--- src/rtl/psel_pkg.sv ---
// Package: shared mode encoding and phase-code helper for the phase selector.
// Assumes the preset code addresses the five quarter-bit phases.
package psel_pkg;
    typedef enum logic [1:0] {
        PM_SINGLE    = 2'd0,
        PM_MULTI     = 2'd1,
        PM_PRESET    = 2'd2,
        PM_PRESET_B  = 2'd3
    } psel_mode_t;

    // Clamp a preset code to the highest single-bit phase index.
    function automatic logic [2:0] clamp_code(input logic [2:0] code, input int top);
        return (int'(code) > top) ? 3'(top) : code;
    endfunction
endpackage

--- src/rtl/psel_lane.sv ---
// Module: one phase lane. It shifts that phase's samples into a word and
// counts consecutive word boundaries at which the word matches the expected
// pattern. Assumes exp_word and mask are stable for the whole calibration.
module psel_lane #(
    parameter int MAX_W = 10
) (
    input  logic             clk,
    input  logic             rst_n,
    input  logic             clear,
    input  logic             shift_en,
    input  logic             word_end,
    input  logic             sample,
    input  logic [MAX_W-1:0] exp_word,
    input  logic [MAX_W-1:0] mask,
    input  logic             accept_inv,
    output logic             qual
);
    logic [MAX_W-2:0] word;
    logic [MAX_W-1:0] nxt;
    logic [1:0]       streak;
    logic             hit;

    // Next word value and match against the pattern or, optionally, its inverse.
    always_comb begin
        nxt = {word, sample};
        hit = (((nxt ^ exp_word) & mask) == '0) ||
              (accept_inv && (((nxt ^ ~exp_word) & mask) == '0));
    end

    // Shift register plus saturating count of consecutive matching words.
    always_ff @(posedge clk) begin
        if (!rst_n || clear) begin
            word   <= '0;
            streak <= '0;
        end else if (shift_en) begin
            word <= nxt[MAX_W-2:0];
            if (word_end)
                streak <= hit ? ((streak == 2'd3) ? 2'd3 : streak + 2'd1) : 2'd0;
        end
    end

    assign qual = (streak == 2'd3);
endmodule

--- src/rtl/psel_pick.sv ---
// Module: picks the centre of the lowest contiguous run of qualifying phases.
// Assumes qual is already masked to the lanes legal in the current mode.
module psel_pick #(
    parameter int NPH = 8,
    parameter int IW  = 3
) (
    input  logic [NPH-1:0] qual,
    output logic           found,
    output logic [IW-1:0]  mid
);
    int  lo, hi;
    logic seen, run;

    // Scan upward: first set bit opens the run, first clear bit after it closes it.
    always_comb begin
        lo = 0; hi = 0; seen = 1'b0; run = 1'b0;
        for (int i = 0; i < NPH; i++) begin
            if (qual[i]) begin
                if (!seen) begin
                    lo = i; hi = i; seen = 1'b1; run = 1'b1;
                end else if (run) begin
                    hi = i;
                end
            end else begin
                run = 1'b0;
            end
        end
        found = seen;
        mid   = IW'((lo + hi) / 2);
    end
endmodule

--- src/rtl/phase_pick_sampler.sv ---
// Module: top of the training-based sampling phase selector. It runs the
// calibration window, builds the expected word for the active mode, owns the
// selected phase register and muxes the chosen sample out.
// Assumes mode and deser_factor are steady while calibration runs.
module phase_pick_sampler
    import psel_pkg::*;
#(
    parameter int MAX_W      = 10,
    parameter int NPH        = 8,
    parameter int NPH_SINGLE = 5,
    parameter int FW         = $clog2(MAX_W + 1),
    parameter int IW         = $clog2(NPH)
) (
    input  logic           clk,
    input  logic           rst_n,
    input  logic           cal_en,
    input  logic [1:0]     mode,
    input  logic [2:0]     preset_code,
    input  logic [FW-1:0]  deser_factor,
    input  logic [NPH-1:0] samples,
    output logic           data_out,
    output logic [IW-1:0]  phase_sel,
    output logic           locked,
    output logic           cal_fail
);
    localparam int CENTER = NPH_SINGLE / 2;

    psel_mode_t       md;
    logic             is_preset, is_multi;
    logic             cal_active;
    logic [FW-1:0]    bitcnt;
    logic             word_end, start, shift_en;
    logic [MAX_W-1:0] mask, exp_word;
    logic [NPH-1:0]   qual, lane_en;
    logic             found;
    logic [IW-1:0]    mid;

    assign md        = psel_mode_t'(mode);
    assign is_preset = (md == PM_PRESET) || (md == PM_PRESET_B);
    assign is_multi  = (md == PM_MULTI);
    assign start     = !is_preset && !cal_active && cal_en;
    assign shift_en  = !is_preset && cal_active && cal_en;
    assign word_end  = (bitcnt == deser_factor - FW'(1));

    // Expected word and valid-bit mask for the current factor and mode.
    always_comb begin
        for (int i = 0; i < MAX_W; i++) begin
            mask[i]     = (i < int'(deser_factor));
            exp_word[i] = is_multi ? ((i % 2) == 1) : (i < int'(deser_factor) / 2);
        end
    end

    // One lane per phase; lanes above the single-bit set are disabled there.
    for (genvar g = 0; g < NPH; g++) begin : g_lane
        psel_lane #(.MAX_W(MAX_W)) u_lane (
            .clk(clk), .rst_n(rst_n), .clear(start), .shift_en(shift_en),
            .word_end(word_end), .sample(samples[g]), .exp_word(exp_word),
            .mask(mask), .accept_inv(is_multi), .qual(qual[g])
        );
        assign lane_en[g] = is_multi || (g < NPH_SINGLE);
    end

    psel_pick #(.NPH(NPH), .IW(IW)) u_pick (
        .qual(qual & lane_en), .found(found), .mid(mid)
    );

    // Calibration window, word counter and committed phase state.
    always_ff @(posedge clk) begin
        if (!rst_n) begin
            cal_active <= 1'b0;
            bitcnt     <= '0;
            phase_sel  <= IW'(CENTER);
            locked     <= 1'b0;
            cal_fail   <= 1'b0;
        end else if (is_preset) begin
            cal_active <= 1'b0;
            phase_sel  <= IW'(clamp_code(preset_code, NPH_SINGLE - 1));
            locked     <= 1'b1;
            cal_fail   <= 1'b0;
        end else if (!cal_active) begin
            if (cal_en) begin
                cal_active <= 1'b1;
                bitcnt     <= '0;
            end
        end else if (!cal_en) begin
            cal_active <= 1'b0;
            if (found) begin
                phase_sel <= mid;
                locked    <= 1'b1;
                cal_fail  <= 1'b0;
            end else begin
                cal_fail  <= 1'b1;
            end
        end else begin
            bitcnt <= word_end ? '0 : bitcnt + FW'(1);
        end
    end

    // Serial output: the sample of the committed phase.
    assign data_out = samples[phase_sel];
endmodule

--- config.mk ---
export PLATFORM = sky130hd
export DESIGN_NAME = phase_pick_sampler
export DESIGN_NICKNAME = d
export VERILOG_FILES = /design/src/rtl/psel_pkg.sv /design/src/rtl/psel_lane.sv /design/src/rtl/psel_pick.sv /design/src/rtl/phase_pick_sampler.sv
export SDC_FILE = /design/constraint.sdc
export NUM_CORES = 1
export LEC_CHECK = 0
export ABC_CLOCK_PERIOD_IN_PS = 3200
export BUFFER_PORTS_ARGS = -buffer_cell sky130_fd_sc_hd__buf_4
export CAP_MARGIN = 0
export CORE_MARGIN = 4
export CORE_UTILIZATION = 50
export DETAILED_ROUTE_END_ITERATION = 8
export PLACE_DENSITY_LB_ADDON = 0.12
export SLEW_MARGIN = 40
export SYNTH_ARGS = -nofsm -noshare
export SYNTH_HDL_FRONTEND = slang
export SYNTH_SLANG_ARGS = --single-unit
export TNS_END_PERCENT = 50
--- constraint.sdc ---
create_clock -name clk -period 3.2 [get_ports clk]
set_input_delay 0.16 -clock clk [delete_from_list [all_inputs] [get_ports clk]]
set_output_delay 0.16 -clock clk [all_outputs]
set_load 0.005 [all_outputs]
==> metrics.md <==
| Metric | Value |
|---|---|
| Status | completed |
| Sequential area share after synthesis | 0.307 |
| Initial Util | 0.508 |
| Critical path class | flip-flop to flip-flop |
| CP Capture Type | flip-flop |
| Latest clock arrival within the worst-skew pair | 0.35 ns |
| Die width | 121 um |
| Cell count after synthesis | between 800 and 900 |
| Antenna Diode Count | 0 |
| Vias per std cell | roughly 7 |
| Hpwl dp | roughly 15000 um |
| Synth Flop Type | dfxtp_1 |
| Pre-CTS setup slack | approximately 0.53 ns |
| Post-CTS Setup Bufs | 0 |
| Post-synth EDFFs | 0 |
| Post-synth ARST share | 0 |
| Setup ws final | 0.593 ns |
| Busiest grt layer | met2 |
| Vias post-DR | 6761 |
| Vias in the first global route | 6083 |
| CTS tree | done |
| Area after DPL | 0.00661 sq mm |
| Non-Filler Instances | roughly 1000 |
| Synthesized area per cell | 7.65 sq um |
| Fmax | 384 MHz |
| Worst reg2reg setup slack | 0.59 ns |
| Worst Hold Depth | 2 |
| Wire per inst | 21.4 um |
| PwrDens | between 400 and 500 mW/mm^2 |
| Layout fillers | 1244 |
| Hold Path Sink | phase_sel[1] |
| Yosys top cell area share | 0.307 |
| Die extent in y | around 120 um |
| Final hold viol count | 0 |
| Cts repair resizes | 0 |
| GRT Overall Usage | 0.292 |
| Endpoints failing setup | 0 |
| Share of cells above drive strength 1 | 0.106 |
| Worst EP arrival | 2.88 ns |
| Slew @ Worst Pin | a little under 0.8 ns |
| Num rows | 41 |
| # nets final | roughly 850 |
| #FFs+latches synth | 98 |
| CTS sink count | between 90 and 100 |
| TritonRoute pass-1 iters | 8 |
| Clk slew on worst S/H paths | 0.06 ns |
| Largest cells by area after synthesis | dfxtp_1 31%, a21oi_1 9.8%, nand3_1 6.7% |
| Slew Viols, Final | 0 |
| Syn_nets | 861 |
| Synth unique cells | 87 |
| Min-Delay Path Class | input pin to flip-flop |
| Met1 Use GR | 0.377 |
| Clk root buf | clkbuf_16 |
| Hold Buf Count CTS | 0 |
| Area of the core | 0.0126 sq mm |
| Die area | about 0.015 sq mm |
| Largest net degree at the start of global routing | 75 |
| DRC viols | 0 |
| Post-route clock period utilization | 0.815 |
| # IOs | 26 |
| Setup crit start kind | flip-flop |
| First-pass GRT wire length | 33300 um |
| M3 GR Usage | 0.0709 |
| Worst vdd rail ir drop | about 0.26 mV |
| GR Overflow Total | 0 |
| Worst R2R Path Depth | 8 |
| Slew HR | 0.480 |
| Worst path slowest cell | nor4_1 |
| # port buffers | 25 |
| CP Cell Sequence | a22o_1, nor4_1, a22oi_1, o22a_1, fa_1, xor2_1, o221a_2, o21ai_0 |
| Max-cap viol count | 0 |
| RSZ-0062 raised after global routing | no |
| Number of DRC markers in iteration 0 | roughly 910 |
| H-Tree Depth | 3 |
| Placed Cells | 979 |
| Antenna-violating nets left | 0 |
| Synthesized area | 0.00638 sq mm |
| Routability cong. | around 1.1 |
| CTS Buf Count | 9 |
| Sum Neg Setup Slack | 0 ns |
| Post-route clock skew | around 0.0061 ns |
| Clock tree buffer depth | 2 |
| Critical path data required time | 3.48 ns |
| Final Critical Period | 2.61 ns |
| Initial antenna violation count | 0 |
| Design area | between 0.006 and 0.007 sq mm |
| Hold Startpoint | rst_n |
| Ys Warns | 0 |
| CP Max Fanout | 6 |
| GR Layer Usage met2 | 0.445 |
| CP max stage delay | 0.47 ns |
| Worst R2R Start | g_lane[3].u_lane.streak[1] |
| Yosys top cell by area | dfxtp_1 |
| Reg-to-reg critical path endpoint | phase_sel[1] |
| Leakage | 0.00219 uW |
| Layout area overhead | 8.12% |
| Total Routed Length | around 21000 um |
cells in the mapped netlist, types with 3 or more instances:
cell       count
nor3_1         5
nand3b_1      11
xnor2_1       37
a221oi_1      12
nor2b_1        7
nand3_1       86
or4_1          3
dfxtp_1       98
a22oi_1        7
o211ai_1       5
o2bb2ai_1      3
a21o_1         9
xor2_1        15
nand4_1        5
buf_1          9
o21ai_1        3
mux2i_1        4
o22a_1         3
a31oi_1       15
o21a_1         3
o221a_2        5
nor2_1        24
a222oi_1       7
a221o_1        3
inv_1          6
a2111oi_0      3
buf_2         15
a21oi_1      125
and2_1         4
o21ai_0       43
a211oi_1       4
ha_1           6
nand2_1      107
nor2_4         3
buf_6          3
o221ai_1       9
o31ai_1        3
clkbuf_1      41
o22ai_1       14
nand2b_1       4
or3_1          7
how the worst max path moves through the flow:
stage / from / end / slack, ns / depth (start not counted)
global placement: deser_factor[1] / g_lane[3].u_lane.streak[0] / 0.66 / 9
finish: g_lane[3].u_lane.streak[1] / phase_sel[1] / 0.59 / 8
global route: g_lane[3].u_lane.streak[1] / phase_sel[1] / 0.47 / 8
detailed placement: deser_factor[1] / g_lane[3].u_lane.streak[1] / 0.53 / 9
floorplan: mode[0] / phase_sel[1] / 0.64 / 12
CTS: g_lane[3].u_lane.streak[1] / phase_sel[1] / 0.66 / 8
worst max-delay path, delay by kind of cell (launching register included):
kind                     cells  cell delay [ns]
adder cells (fa/ha/maj)      1             0.44
XOR/XNOR                     1             0.15
AND/OR/NAND/NOR              1             0.47
AO/OA/AOI/OAI                5             1.12
flip-flops                   1             0.36
final cells by class:
| cell class | count | area, sq um | area share |
|---|---|---|---|
| Clock buffer | 13 | 250 | 0.0363 |
| Clock inverter | 2 | 37.5 | 0.00544 |
| Inverter | 9 | 33.8 | 0.00490 |
| Multi-Input combinational cell | 657 | 4080 | 0.591 |
| Sequential cell | 98 | 1960 | 0.284 |
| Tap cell | 172 | 215 | 0.0312 |
| Timing Repair Buffer | 43 | 323 | 0.0468 |
flip-flops by register name, summed over array words and instances (netlist names):
signal                count
cal_active                1
cal_fail                  1
bitcnt                    4
phase_sel                 3
locked                    1
g_lane.u_lane.streak     16
g_lane.u_lane.word       72
routing by layer:
metal / part of all wire / vias to the layer above
met1: 0.41 / 3211
met3: 0.096 / 93
met4: 0.052 / 0
li1: - / 3064
met5: 0 / -
met2: 0.44 / 393
cells by family after synthesis:
| group | share of synthesized area |
|---|---|
| XOR/XNOR | 0.0739 |
| AND/OR/NAND/NOR | 0.226 |
| multiplexers | 0.0151 |
| AO/OA/AOI/OAI | 0.307 |
| adder cells (fa/ha/maj) | 0.0149 |
| flip-flops | 0.307 |
| buffers and inverters | 0.0553 |
layout by cell type, fill, tap and decap left out, types with 9 or more instances in the layout:
cell type,synthesis,routed
a21oi_1,125,125
nand2_1,107,107
dfxtp_1,98,97
nand3_1,86,86
o21ai_0,43,43
buf_4,1,43
xnor2_1,37,37
nor2_1,24,24
a31oi_1,15,15
xor2_1,15,15
o22ai_1,14,14
a221oi_1,12,12
nand3b_1,11,11
a21o_1,9,9
o221ai_1,9,9
clkbuf_16,0,9
report_power, final:
part | leakage, uW | internal [uW] | total [uW] | switching (uW)
registers | 0.000791 | 1220 | 1230 | 8.10
logic | 0.00127 | 154 | 457 | 303
clock network | 0.000136 | 624 | 1080 | 457
total | 0.00219 | 2000 | 2770 | 768
per-stage QoR:
step | total power (uW) | utilization | hold WS [ns]
after floorplan | 1560 | - | 0.312
after global placement | 1700 | 0.526 | 0.437
after detailed placement | 1700 | 0.526 | 0.433
after CTS | 2780 | 0.549 | 0.0775
after global routing | 2860 | 0.549 | 0.107
final | 2770 | 0.549 | 0.0848
Power figures use the tool's default switching activity.
